--- config.mk ---
export PLATFORM = sky130hd
export DESIGN_NAME = burst_read_seq
export DESIGN_NICKNAME = d
export VERILOG_FILES = /design/src/rtl/bseq_pkg.sv /design/src/rtl/bseq_addr_gen.sv /design/src/rtl/bseq_ctrl.sv /design/src/rtl/burst_read_seq.sv
export SDC_FILE = /design/constraint.sdc
export NUM_CORES = 1
export LEC_CHECK = 0
export ABC_AREA = 0
export CAP_MARGIN = 20
export CORE_MARGIN = 8
export CORE_UTILIZATION = 40
export DETAILED_ROUTE_END_ITERATION = 12
export PLACE_DENSITY_LB_ADDON = 0.1
export SKIP_CTS_REPAIR_TIMING = 1
export SLEW_MARGIN = 10
export SYNTH_ARGS = -nofsm -noshare
export SYNTH_HDL_FRONTEND = slang
export SYNTH_SLANG_ARGS = --single-unit
--- constraint.sdc ---
create_clock -name clk -period 7.02 [get_ports clk]
set_clock_uncertainty 0.1 [all_clocks]
set_input_delay 1.404 -clock clk [delete_from_list [all_inputs] [get_ports clk]]
set_output_delay 1.404 -clock clk [all_outputs]
set_load 0.03 [all_outputs]
--- src/rtl/bseq_pkg.sv ---
package bseq_pkg;
  typedef enum logic [1:0] {
    ST_IDLE  = 2'd0,
    ST_LAT   = 2'd1,
    ST_BURST = 2'd2,
    ST_END   = 2'd3
  } bseq_state_e;

  localparam int LEN_W = 2;
  localparam logic [LEN_W-1:0] LEN_CONT = 2'd3;
endpackage

--- src/rtl/bseq_addr_gen.sv ---
module bseq_addr_gen
  import bseq_pkg::*;
#(
  parameter int AW = 16
) (
  input  logic [AW-1:0]    start_addr,
  input  logic [AW-1:0]    beat_idx,
  input  logic [LEN_W-1:0] len_code,
  input  logic             is_array,
  output logic [AW-1:0]    rd_addr
);
  localparam logic [AW-1:0] MIN_BEATS = AW'(4);

  logic [AW-1:0] win_mask;
  logic [AW-1:0] lin_sum;

  always_comb begin
    win_mask = (MIN_BEATS << len_code) - AW'(1);
    lin_sum  = start_addr + beat_idx;
    if (!is_array)
      rd_addr = start_addr;
    else if (len_code == LEN_CONT)
      rd_addr = lin_sum;
    else
      rd_addr = (start_addr & ~win_mask) | (lin_sum & win_mask);
  end
endmodule

--- src/rtl/bseq_ctrl.sv ---
module bseq_ctrl
  import bseq_pkg::*;
#(
  parameter int AW    = 16,
  parameter int LAT_W = 3
) (
  input  logic             clk,
  input  logic             rst_n,
  input  logic             ce_n,
  input  logic             adv_n,
  input  logic             cfg_async,
  input  logic [LAT_W-1:0] lat_cfg,
  input  logic [LEN_W-1:0] len_cfg,
  input  logic             array_rd,
  output logic             capture,
  output logic             load_word,
  output logic [AW-1:0]    beat_idx,
  output logic [LEN_W-1:0] len_q,
  output logic             arr_q,
  output logic             in_latency,
  output logic             in_burst
);
  localparam logic [LAT_W-1:0] LAT_MIN   = LAT_W'(2);
  localparam logic [AW-1:0]    MIN_BEATS = AW'(4);

  bseq_state_e      st_q, st_d;
  logic [LAT_W-1:0] cnt_q, cnt_d;
  logic [LAT_W-1:0] lat_q, lat_eff;
  logic [AW-1:0]    idx_q, idx_d;
  logic [AW-1:0]    n_beats;
  logic             start_ok;

  assign start_ok = !ce_n && !adv_n && !cfg_async;
  assign lat_eff  = (lat_cfg < LAT_MIN) ? LAT_MIN : lat_cfg;
  assign n_beats  = MIN_BEATS << len_q;

  always_comb begin
    st_d      = st_q;
    cnt_d     = cnt_q;
    idx_d     = idx_q;
    capture   = 1'b0;
    load_word = 1'b0;
    if (ce_n) begin
      st_d = ST_IDLE;
    end else begin
      unique case (st_q)
        ST_IDLE: if (start_ok) begin
          capture = 1'b1;
          st_d    = ST_LAT;
          cnt_d   = LAT_W'(1);
          idx_d   = '0;
        end
        ST_LAT: if (cnt_q == lat_q) begin
          load_word = 1'b1;
          idx_d     = idx_q + AW'(1);
          st_d      = ST_BURST;
        end else begin
          cnt_d = cnt_q + LAT_W'(1);
        end
        ST_BURST: if (len_q != LEN_CONT && idx_q == n_beats) begin
          st_d = ST_END;
        end else begin
          load_word = 1'b1;
          idx_d     = idx_q + AW'(1);
        end
        ST_END: if (adv_n) st_d = ST_IDLE;
        default: st_d = ST_IDLE;
      endcase
    end
  end

  always_ff @(posedge clk or negedge rst_n) begin
    if (!rst_n) begin
      st_q  <= ST_IDLE;
      cnt_q <= '0;
      idx_q <= '0;
    end else begin
      st_q  <= st_d;
      cnt_q <= cnt_d;
      idx_q <= idx_d;
    end
  end

  always_ff @(posedge clk or negedge rst_n) begin
    if (!rst_n) begin
      lat_q <= LAT_MIN;
      len_q <= '0;
      arr_q <= 1'b0;
    end else if (capture) begin
      lat_q <= lat_eff;
      len_q <= len_cfg;
      arr_q <= array_rd;
    end
  end

  assign beat_idx   = idx_q;
  assign in_latency = (st_q == ST_LAT);
  assign in_burst   = (st_q == ST_BURST);

  AST_CAPTURE_TO_WAIT: assert property (@(posedge clk) disable iff (!rst_n)
    (st_q == ST_IDLE && start_ok) |=> (in_latency && !in_burst));

  AST_ASYNC_INERT: assert property (@(posedge clk) disable iff (!rst_n)
    (cfg_async && st_q == ST_IDLE) |=> (st_q == ST_IDLE));

  AST_END_NO_RESTART: assert property (@(posedge clk) disable iff (!rst_n)
    (st_q == ST_END && !adv_n && !ce_n) |=> (st_q == ST_END));
endmodule

--- src/rtl/burst_read_seq.sv ---
module burst_read_seq
  import bseq_pkg::*;
#(
  parameter int AW    = 16,
  parameter int DW    = 16,
  parameter int LAT_W = 3
) (
  input  logic             clk,
  input  logic             rst_n,
  input  logic             ce_n,
  input  logic             adv_n,
  input  logic             cfg_async,
  input  logic [AW-1:0]    addr,
  input  logic [LAT_W-1:0] lat_cfg,
  input  logic [1:0]       len_cfg,
  input  logic             array_rd,
  output logic [AW-1:0]    mem_addr,
  input  logic [DW-1:0]    mem_rdata,
  output logic [DW-1:0]    dq,
  output logic             dq_valid,
  output logic             data_wait
);
  logic             capture;
  logic             load_word;
  logic [AW-1:0]    beat_idx;
  logic [LEN_W-1:0] len_q;
  logic             arr_q;
  logic [AW-1:0]    start_q;
  logic [DW-1:0]    dq_q;

  bseq_ctrl #(.AW(AW), .LAT_W(LAT_W)) i_ctrl (
    .clk        (clk),
    .rst_n      (rst_n),
    .ce_n       (ce_n),
    .adv_n      (adv_n),
    .cfg_async  (cfg_async),
    .lat_cfg    (lat_cfg),
    .len_cfg    (len_cfg),
    .array_rd   (array_rd),
    .capture    (capture),
    .load_word  (load_word),
    .beat_idx   (beat_idx),
    .len_q      (len_q),
    .arr_q      (arr_q),
    .in_latency (data_wait),
    .in_burst   (dq_valid)
  );

  bseq_addr_gen #(.AW(AW)) i_addr_gen (
    .start_addr (start_q),
    .beat_idx   (beat_idx),
    .len_code   (len_q),
    .is_array   (arr_q),
    .rd_addr    (mem_addr)
  );

  always_ff @(posedge clk or negedge rst_n) begin
    if (!rst_n)       start_q <= '0;
    else if (capture) start_q <= addr;
  end

  always_ff @(posedge clk or negedge rst_n) begin
    if (!rst_n)         dq_q <= '0;
    else if (load_word) dq_q <= mem_rdata;
  end

  assign dq = dq_q;

  // checker counters: latency edges and delivered beats
  logic [3:0] wait_edges;
  logic [7:0] beat_cnt;
  always_ff @(posedge clk or negedge rst_n) begin
    if (!rst_n) begin
      wait_edges <= '0;
      beat_cnt   <= '0;
    end else begin
      wait_edges <= data_wait ? ((wait_edges == 4'hF) ? wait_edges : wait_edges + 4'd1) : 4'd0;
      beat_cnt   <= dq_valid  ? ((beat_cnt == 8'hFF) ? beat_cnt : beat_cnt + 8'd1) : 8'd0;
    end
  end

  AST_ABORT_IDLE: assert property (@(posedge clk) disable iff (!rst_n)
    ce_n |=> (!dq_valid && !data_wait));

  AST_FIRST_WORD_LAT: assert property (@(posedge clk) disable iff (!rst_n)
    $rose(dq_valid) |-> (wait_edges == 4'(i_ctrl.lat_q)));

  AST_BURST_COUNT: assert property (@(posedge clk) disable iff (!rst_n)
    ($fell(dq_valid) && !$past(ce_n) && len_q != LEN_CONT)
      |-> (beat_cnt == (8'd4 << len_q)));

  AST_NONARRAY_FIXED: assert property (@(posedge clk) disable iff (!rst_n)
    (dq_valid && $past(dq_valid) && !arr_q) |-> $stable(mem_addr));

  AST_NO_WAIT_WITH_DATA: assert property (@(posedge clk) disable iff (!rst_n)
    $rose(dq_valid) |-> $fell(data_wait));
endmodule

==> out/results.txt, run 1 <==
Outcome = complete, no violations
CTS Buf Count = 9
Total wire length = 9.64 mm
Initial antenna violation count = 0
CTS H-tree lvls = 3
Setup violators final = 0
Worst-margin pin slew = 0.916 ns
Netlist cell types = 48
HP Class = reg -> reg
Max Slew Vio Count = 0
Max stage delay on crit path = 0.70 ns
CP Cell Sequence = ha_1, fa_1, a211oi_1, o21ai_0, a21oi_1, o21ai_0, xnor2_1, o21ai_0, clkdlybuf4s50_1
Hold path start = dq[8]
Worst EP arrival = 3.44 ns
Setup crit end kind = output port
Ranking of synthesized cells by area = dfrtp_1, mux2_2, ha_1
Post-DP Area = 4620 sq um
Clk pin slew, worst setup/hold paths = 0.07 ns
Post-synth top area share = 0.385
Pleak = 0.00213 uW
Worst slew margin = 0.389
Final-report hold violation count = 0
Pwr per Cell Area = 440 nW/um^2
Reg2reg start = i_ctrl.beat_idx[1]
Routability Congestion = 0.845
Antenna viol nets, final = 0
#FFs+latches synth = 59
Ports = 77
Startpoint types = flop
Avg Inst Size Synth = 9.59 sq um
Period utilization = 0.704
Core area = 9200 sq um
Worst vdd ir = 0.000294 V
Number of flops mapped to enable cells by yosys = 0
First-pass GRT wire length = 15.9 mm
Yosys warning total = 0
Max frequency = 0.202 GHz
Synthesized area = 3770 sq um
Residual DRC count = 0
Remaining global-route overflow = 0
Max-cap check violation count = 0
Number of port buffers = 76
Most common cell after layout, fill and taps aside = clkdlybuf4s50_1
CTS tree = done
Die Y-Extent = 113 microns
Via density = 5.43
Setup TNS = 0 ns
Antenna diode count = 0
Final Instance Area = 4850 sq um
Hold Path Stages = 1
Mapped Nets = 460
Top FF cell, synth = dfrtp_1
Layout fillers = 859
Per-cell routed wire length = 16.5 microns
HPWL after DPL = 6.91 mm
Commonest non-fill, non-tap cells in the layout = clkdlybuf4s50_1, dfrtp_1, nand2_1, o21ai_0, mux2_2
Clock buffer depth = 2
Clk root buf = clkbuf_8
Clk Latency, worst-skew pair = 0.35 ns
Min Tclk post-route = 4.94 ns
Worst R2R Setup Slack = 3.92 ns
First-pass iteration count of the detailed router = 5
Total GRT Usage = 0.153
Die area = 12800 sq um
Sequential share of the synthesized area = 0.392
CP required = 5.52 ns
Via count = 3177
Cell taking the most area after synthesis = dfrtp_1
Initial Util = 0.410
RSZ-0062 raised after global routing = no
Vias in the first global route = 3174
Syn-to-layout area delta = 28.7%
Post-synthesis cell count = 393
Most used cell, CP = o21ai_0
Worst Reg2Reg Path Length in Cells = 8
Nets = 536
Worst r2r dst = i_ctrl.beat_idx[7]
Layout cells sized above 1 = 0.143
Clock sinks = 59
Die Wd = 113 microns
WHS = 0.408 ns
Crit-path max FO = 5
Num rows = 35
Ys async rst share = 1.00
WHS Endpoint = dq[8]
Detailed Route Iter0 Violations = 157
Crit path kind = reg -> out
Slowest cell on the critical path = clkdlybuf4s50_1
Pin count of the biggest net entering global routing = 60
flip-flops by register name (all words and copies together) (netlist names):
signal / flops
i_ctrl.st_q: 2
i_ctrl.lat_q: 3
start_q: 16
i_ctrl.cnt_q: 3
dq: 16
i_ctrl.len_q: 2
i_ctrl.arr_q: 1
i_ctrl.beat_idx: 16
worst max-delay path, delay by kind of cell, from the launching register on:
kind,cells,cell delay (ns)
adder cells (fa/ha/maj),2,0.69
AO/OA/AOI/OAI,5,1.14
XOR/XNOR,1,0.15
flip-flops,1,0.42
buffers and inverters,1,0.70
per-layer routing:
layer	global-route usage	part of all wire
met1	0.190	0.47
met2	0.245	0.46
met3	0.0415	0.059
met4	0.0657	0.013
met5	0	0
logic make-up after synthesis:
family                     after synthesis  share of synthesized area
and+or+nand+nor                        126                      0.169
muxes                                   40                      0.119
AOI/OAI and AO/OA                      105                      0.181
xor gates and xnor gates                13                     0.0302
buffers and inverters                   26                     0.0275
DFF                                     59                      0.392
adders and majority gates               24                     0.0816
power by group:
group | leakage (uW) | internal (uW) | switching [uW]
clock network | 0.000117 | 210 | 152
registers | 0.000760 | 468 | 126
logic | 0.00126 | 520 | 660
total | 0.00213 | 1200 | 939
how the worst max path moves through the flow:
stage | from | to | slack (ns) | cells after the start
3_5_place_dp | i_ctrl.beat_idx[0] | mem_addr[14] | 2.50 | 9
2_1_floorplan | i_ctrl.beat_idx[0] | mem_addr[14] | 2.93 | 8
3_3_place_gp | i_ctrl.beat_idx[0] | mem_addr[14] | 2.48 | 9
4_1_cts | i_ctrl.beat_idx[0] | mem_addr[14] | 2.07 | 9
5_1_grt | i_ctrl.beat_idx[3] | mem_addr[13] | 1.75 | 8
6_report | i_ctrl.beat_idx[0] | mem_addr[14] | 2.08 | 9
metrics by stage:
step,instances,power [uW],utilization,worst slack (ns)
finish,585,2140,0.528,2.08
global route,585,2290,0.528,1.75
CTS,584,2150,0.527,2.07
detailed placement,568,1780,0.502,2.50
global placement,568,1760,0.502,2.48
floorplan,393,1360,-,2.93
synth_stat cells (all sizes together), types with 3 or more instances:
cell	n
or2	7
nand2b	6
nand4	6
a211oi	4
mux2	38
o21ai	39
xor2	4
a22o	13
a31oi	3
nor3b	4
nand3	13
nor2b	4
and3	4
buf	5
inv	13
ha	23
or3	5
nor2	17
nor3	4
clkbuf	8
a21oi	15
dfrtp	58
o21bai	3
a21o	13
xnor2	9
nand2	48
cell type report:
type | count | area, sq um | share of cell area
Multi-Input combinational cell | 308 | 2190 | 0.451
Clock buffer | 10 | 138 | 0.0284
Tap cell | 111 | 139 | 0.0286
Clock inverter | 6 | 87.6 | 0.0180
Timing Repair Buffer | 78 | 774 | 0.160
Inverter | 13 | 48.8 | 0.0101
Sequential cell | 59 | 1480 | 0.304
Power figures use the tool's default switching activity.
==> run 2, diff against run 1 <==
==> constraint.sdc (replaced) <==
create_clock -name clk -period 4.8 [get_ports clk]
set_clock_uncertainty 0.1 [all_clocks]
set_input_delay 0.96 -clock clk [delete_from_list [all_inputs] [get_ports clk]]
set_output_delay 0.96 -clock clk [all_outputs]
set_load 0.03 [all_outputs]
==> run 2 against run 1 <==
Against the previous run: non-clock buffer count unchanged; clock power grew 30%; die area is the same; via count is 1.2% higher; design area is 0.54% lower; critical path depth unchanged; hold slack better by 0.0043 ns; global-route usage down 0.077 points; sequential power is 46% higher.
==> out/results.txt, run 2 (same netlist as run 1, synthesis figures left out) <==
Crit path kind = reg -> out
Num rows = 35
Pleak = 0.00211 uW
Pin count of the biggest net entering global routing = 32
Reg2reg start = i_ctrl.beat_idx[1]
Commonest non-fill, non-tap cells in the layout = clkdlybuf4s50_1, dfrtp_1, nand2_1, o21ai_0, mux2_2
RSZ-0062 raised after global routing = no
Max-cap check violation count = 0
CP Cell Sequence = ha_1, fa_1, a211oi_1, o21ai_0, a21oi_1, o21ai_0, xnor2_1, o21ai_0, clkdlybuf4s50_1
Setup violators final = 0
Pwr per Cell Area = 635 nW/um^2
Via density = 5.50
Per-cell routed wire length = 16.4 microns
Max frequency = 0.220 GHz
Worst vdd ir = 0.000355 V
Layout fillers = 878
Final-report hold violation count = 0
Period utilization = 0.949
Nets = 536
First-pass GRT wire length = 15.8 mm
Clk root buf = clkbuf_8
Crit-path max FO = 5
HP Class = reg -> reg
CP top delay family = compound AO/OA/AOI/OAI gates
Max stage delay on crit path = 0.70 ns
Clock buffer depth = 2
Clk pwr share = 0.154
Pint = 1700 uW
Outcome = complete, no violations
Layout cells sized above 1 = 0.141
Ports = 77
Most common cell after layout, fill and taps aside = clkdlybuf4s50_1
Setup crit end kind = output port
Hold path start = dq[4]
Die area = 12800 sq um
Die Y-Extent = 113 microns
CP required = 3.74 ns
Most used cell, CP = o21ai_0
Vias in the first global route = 3114
HPWL after DPL = 7.08 mm
CTS Buf Count = 9
Min Tclk post-route = 4.56 ns
Worst EP arrival = 3.50 ns
Worst-margin pin slew = 1.03 ns
Via count = 3215
CTS H-tree lvls = 3
Clk pin slew, worst setup/hold paths = 0.07 ns
First-pass iteration count of the detailed router = 4
Worst slew margin = 0.313
Number of port buffers = 76
Total GRT Usage = 0.153
Clk Latency, worst-skew pair = 0.34 ns
Reg power frac = 0.284
Combinational power share = 0.562
Max Slew Vio Count = 0
Syn-to-layout area delta = 28.0%
Antenna diode count = 0
Initial antenna violation count = 0
Slowest cell on the critical path = clkdlybuf4s50_1
Placed insts = 569
Detailed Route Iter0 Violations = 143
Number of buffers and inverters on the critical path = 1
Setup TNS = 0 ns
Sw Pwr = 1360 uW
Clock sinks = 59
Total wire length = 9.59 mm
Core area = 9200 sq um
Startpoint types = flop
CTS tree = done
Routability Congestion = 0.851
Antenna viol nets, final = 0
Initial Util = 0.410
Finished Layout Cells = 585
Die Wd = 113 microns
Sw Ratio = 0.444
Residual DRC count = 0
CP Launch Point = i_ctrl.beat_idx[0]
Remaining global-route overflow = 0
==> run 2: worst paths after layout <==
| path | to | slack (ns) | cells past startpoint |
|---|---|---|---|
| max reg2reg | i_ctrl.beat_idx[5] | 1.83 | 8 |
| min | dq[4] | 0.41 | 1 |
| min in group asynchronous | i_ctrl.beat_idx[6] | 0.55 | 1 |
| min reg2reg | dq[4] | 0.41 | 1 |
| max in group asynchronous | i_ctrl.lat_q[1] | 3.15 | 2 |
| max | mem_addr[14] | 0.24 | 9 |
==> run 2: through the flow <==
step | setup slack (ns) | power, uW | utilization | hold WS, ns | cell area, sq um
floorplan | 1.16 | 1990 | - | 0.388 | 3770
global route | 0.00106 | 3300 | 0.525 | 0.427 | 4830
global placement | 0.702 | 2580 | 0.503 | 0.386 | 4620
CTS | 0.257 | 3100 | 0.525 | 0.414 | 4830
detailed placement | 0.679 | 2610 | 0.503 | 0.395 | 4620
finish | 0.245 | 3060 | 0.525 | 0.412 | 4830
==> run 2: layout make-up <==
class	count	area, sq um	area share
Multi-Input combinational cell	308	2190	0.453
Sequential cell	59	1480	0.306
Timing Repair Buffer	78	771	0.160
Clock buffer	11	141	0.0293
Tap cell	111	139	0.0288
Clock inverter	5	61.3	0.0127
Inverter	13	48.8	0.0101
==> run 2: power groups by stage <==
stage | clock, uW | combinational, uW | sequential (uW)
CTS | 491 | 1740 | 873
global placement | 0 | 1710 | 870
detailed placement | 0 | 1730 | 881
global route | 510 | 1880 | 906
finish | 471 | 1720 | 870
floorplan | 0 | 1060 | 932
==> run 2: routing by layer <==
layer | global-route usage | part of all wire | vias up
met3 | 0.0548 | 0.067 | 16
met4 | 0.0488 | 0.018 | 0
li1 | - | - | 1588
met5 | 0 | 0 | -
met2 | 0.246 | 0.47 | 78
met1 | 0.186 | 0.45 | 1533
==> run 3, diff against run 2 <==
--- a/config.mk
+++ b/config.mk
@@ -11,6 +11,7 @@
 export CORE_UTILIZATION = 40
 export DETAILED_ROUTE_END_ITERATION = 12
 export PLACE_DENSITY_LB_ADDON = 0.1
+export SETUP_SLACK_MARGIN = 0.1
 export SKIP_CTS_REPAIR_TIMING = 1
 export SLEW_MARGIN = 10
 export SYNTH_ARGS = -nofsm -noshare
==> run 3 against run 2 <==
Against the previous run: worst setup slack improved by 0.17 ns; count of clock-buffer cells in the layout unchanged; sequential cell count unchanged; utilization increased by 0.054 points; non-clock buffer count unchanged; die area unchanged; sequential power about the same.
==> out/results.txt, run 3 (same netlist as run 1, synthesis figures left out) <==
Commonest non-fill, non-tap cells in the layout = clkdlybuf4s50_1, dfrtp_1, nand2_1, o21ai_0, mux2_2
Via count = 3215
CP required = 3.74 ns
Via density = 5.50
Remaining global-route overflow = 0
Worst Reg2Reg Path Length in Cells = 8
Total power = 3060 uW
Per-cell routed wire length = 16.4 microns
Finished Layout Cells = 585
Worst setup path end = mem_addr[10]
Residual DRC count = 0
Clk Latency, worst-skew pair = 0.34 ns
Period utilization = 0.914
Die Y-Extent = 113 microns
Routability Congestion = 0.851
Vias in the first global route = 3114
Initial antenna violation count = 0
CP Cell Sequence = ha_1, fa_1, a211oi_1, o21ai_0, a21oi_1, xor2_1, o21ai_0, clkdlybuf4s50_1
CP top delay family = compound AO/OA/AOI/OAI gates
Most used cell, CP = o21ai_0
Detailed Route Iter0 Violations = 143
Max stage delay on crit path = 0.71 ns
Die area = 12800 sq um
Clk root buf = clkbuf_8
Crit-path max FO = 5
Pwr per Cell Area = 633 nW/um^2
Syn-to-layout area delta = 28.2%
Slowest cell on the critical path = clkdlybuf4s50_1
Clock buffer depth = 2
Layout cells sized above 1 = 0.141
CTS Buf Count = 9
Total wire length = 9.59 mm
Layout fillers = 876
HPWL after DPL = 7.08 mm
RSZ-0062 raised after global routing = no
Core area = 9200 sq um
Most common cell after layout, fill and taps aside = clkdlybuf4s50_1
Number of port buffers = 76
Worst slew margin = 0.313
Crit path kind = reg -> out
Worst vdd ir = 0.000340 V
Antenna diode count = 0
Max frequency = 0.228 GHz
Worst EP arrival = 3.33 ns
Setup crit end kind = output port
HP Class = reg -> reg
Antenna viol nets, final = 0
Met1 WL = 4.28 mm
Final-report hold violation count = 0
First-pass iteration count of the detailed router = 4
Worst-margin pin slew = 1.03 ns
Worst R2R Setup Slack = 1.83 ns
Die Wd = 113 microns
CP Launch Point = i_ctrl.beat_idx[0]
Max-cap check violation count = 0
Clk pin slew, worst setup/hold paths = 0.07 ns
Reg2reg start = i_ctrl.beat_idx[1]
Initial Util = 0.410
Final worst slack = 0.411 ns
CTS H-tree lvls = 3
WHS = 0.412 ns
Min Tclk post-route = 4.39 ns
Num rows = 35
Worst r2r dst = i_ctrl.beat_idx[5]
Number of buffers and inverters on the critical path = 1
Nets = 536
Pleak = 0.00213 uW
Startpoint types = flop
Total GRT Usage = 0.153
WP depth = 8
Outcome = complete, no violations
Setup violators final = 0
Highest metal used = met4
Met2 WL post-DR = 4.50 mm
Dpl ws = 0.679 ns
Pin count of the biggest net entering global routing = 32
First-pass GRT wire length = 15.8 mm
Setup TNS = 0 ns
Clock sinks = 59
WL met3 = 636 microns
Ports = 77
Placed insts = 569
Max Slew Vio Count = 0
CTS tree = done
run 3: area by class of cell:
type,instances,area [sq um],area share
Clock buffer,11,141,0.0293
Sequential cell,59,1480,0.306
Multi-Input combinational cell,308,2190,0.453
Clock inverter,5,61.3,0.0127
Inverter,13,48.8,0.0101
Timing Repair Buffer,78,776,0.161
Tap cell,111,139,0.0287
run 3: where the power goes:
group | internal, uW | total [uW] | switching [uW]
Clock | 256 | 471 | 215
Sequential | 684 | 870 | 186
Combinational | 761 | 1720 | 959
run 3: per-stage QoR:
step / area [sq um] / utilization
after floorplan: 3770 / -
after global placement: 4620 / 0.503
after detailed placement: 4620 / 0.503
after CTS: 4830 / 0.525
after global routing: 4830 / 0.525
final: 4830 / 0.525
run 3: how the worst min path moves through the flow:
stage / endpoint / depth (start not counted) / from
floorplan: i_ctrl.lat_q[1] / 2 / i_ctrl.lat_q[1]
global placement: dq[10] / 1 / dq[10]
detailed placement: dq[1] / 1 / dq[1]
finish: dq[4] / 1 / dq[4]
global route: dq[12] / 1 / dq[12]
CTS: dq[6] / 1 / dq[6]
run 3: worst register-to-register path, stage by stage (launching register included):
cell and delay [ns]:
dfrtp_1 0.47, inv_1 0.09, ha_1 0.18, nor4b_1 0.34, o2111ai_1 0.17, a21oi_1 0.31
a21o_1 0.76, o21ai_0 0.23, a22o_1 0.22
run 3: per-layer routing:
| metal | GRT usage | up-vias |
|---|---|---|
| met2 | 0.246 | 78 |
| met4 | 0.0488 | 0 |
| li1 | - | 1588 |
| met1 | 0.186 | 1533 |
| met5 | 0 | - |
| met3 | 0.0548 | 16 |
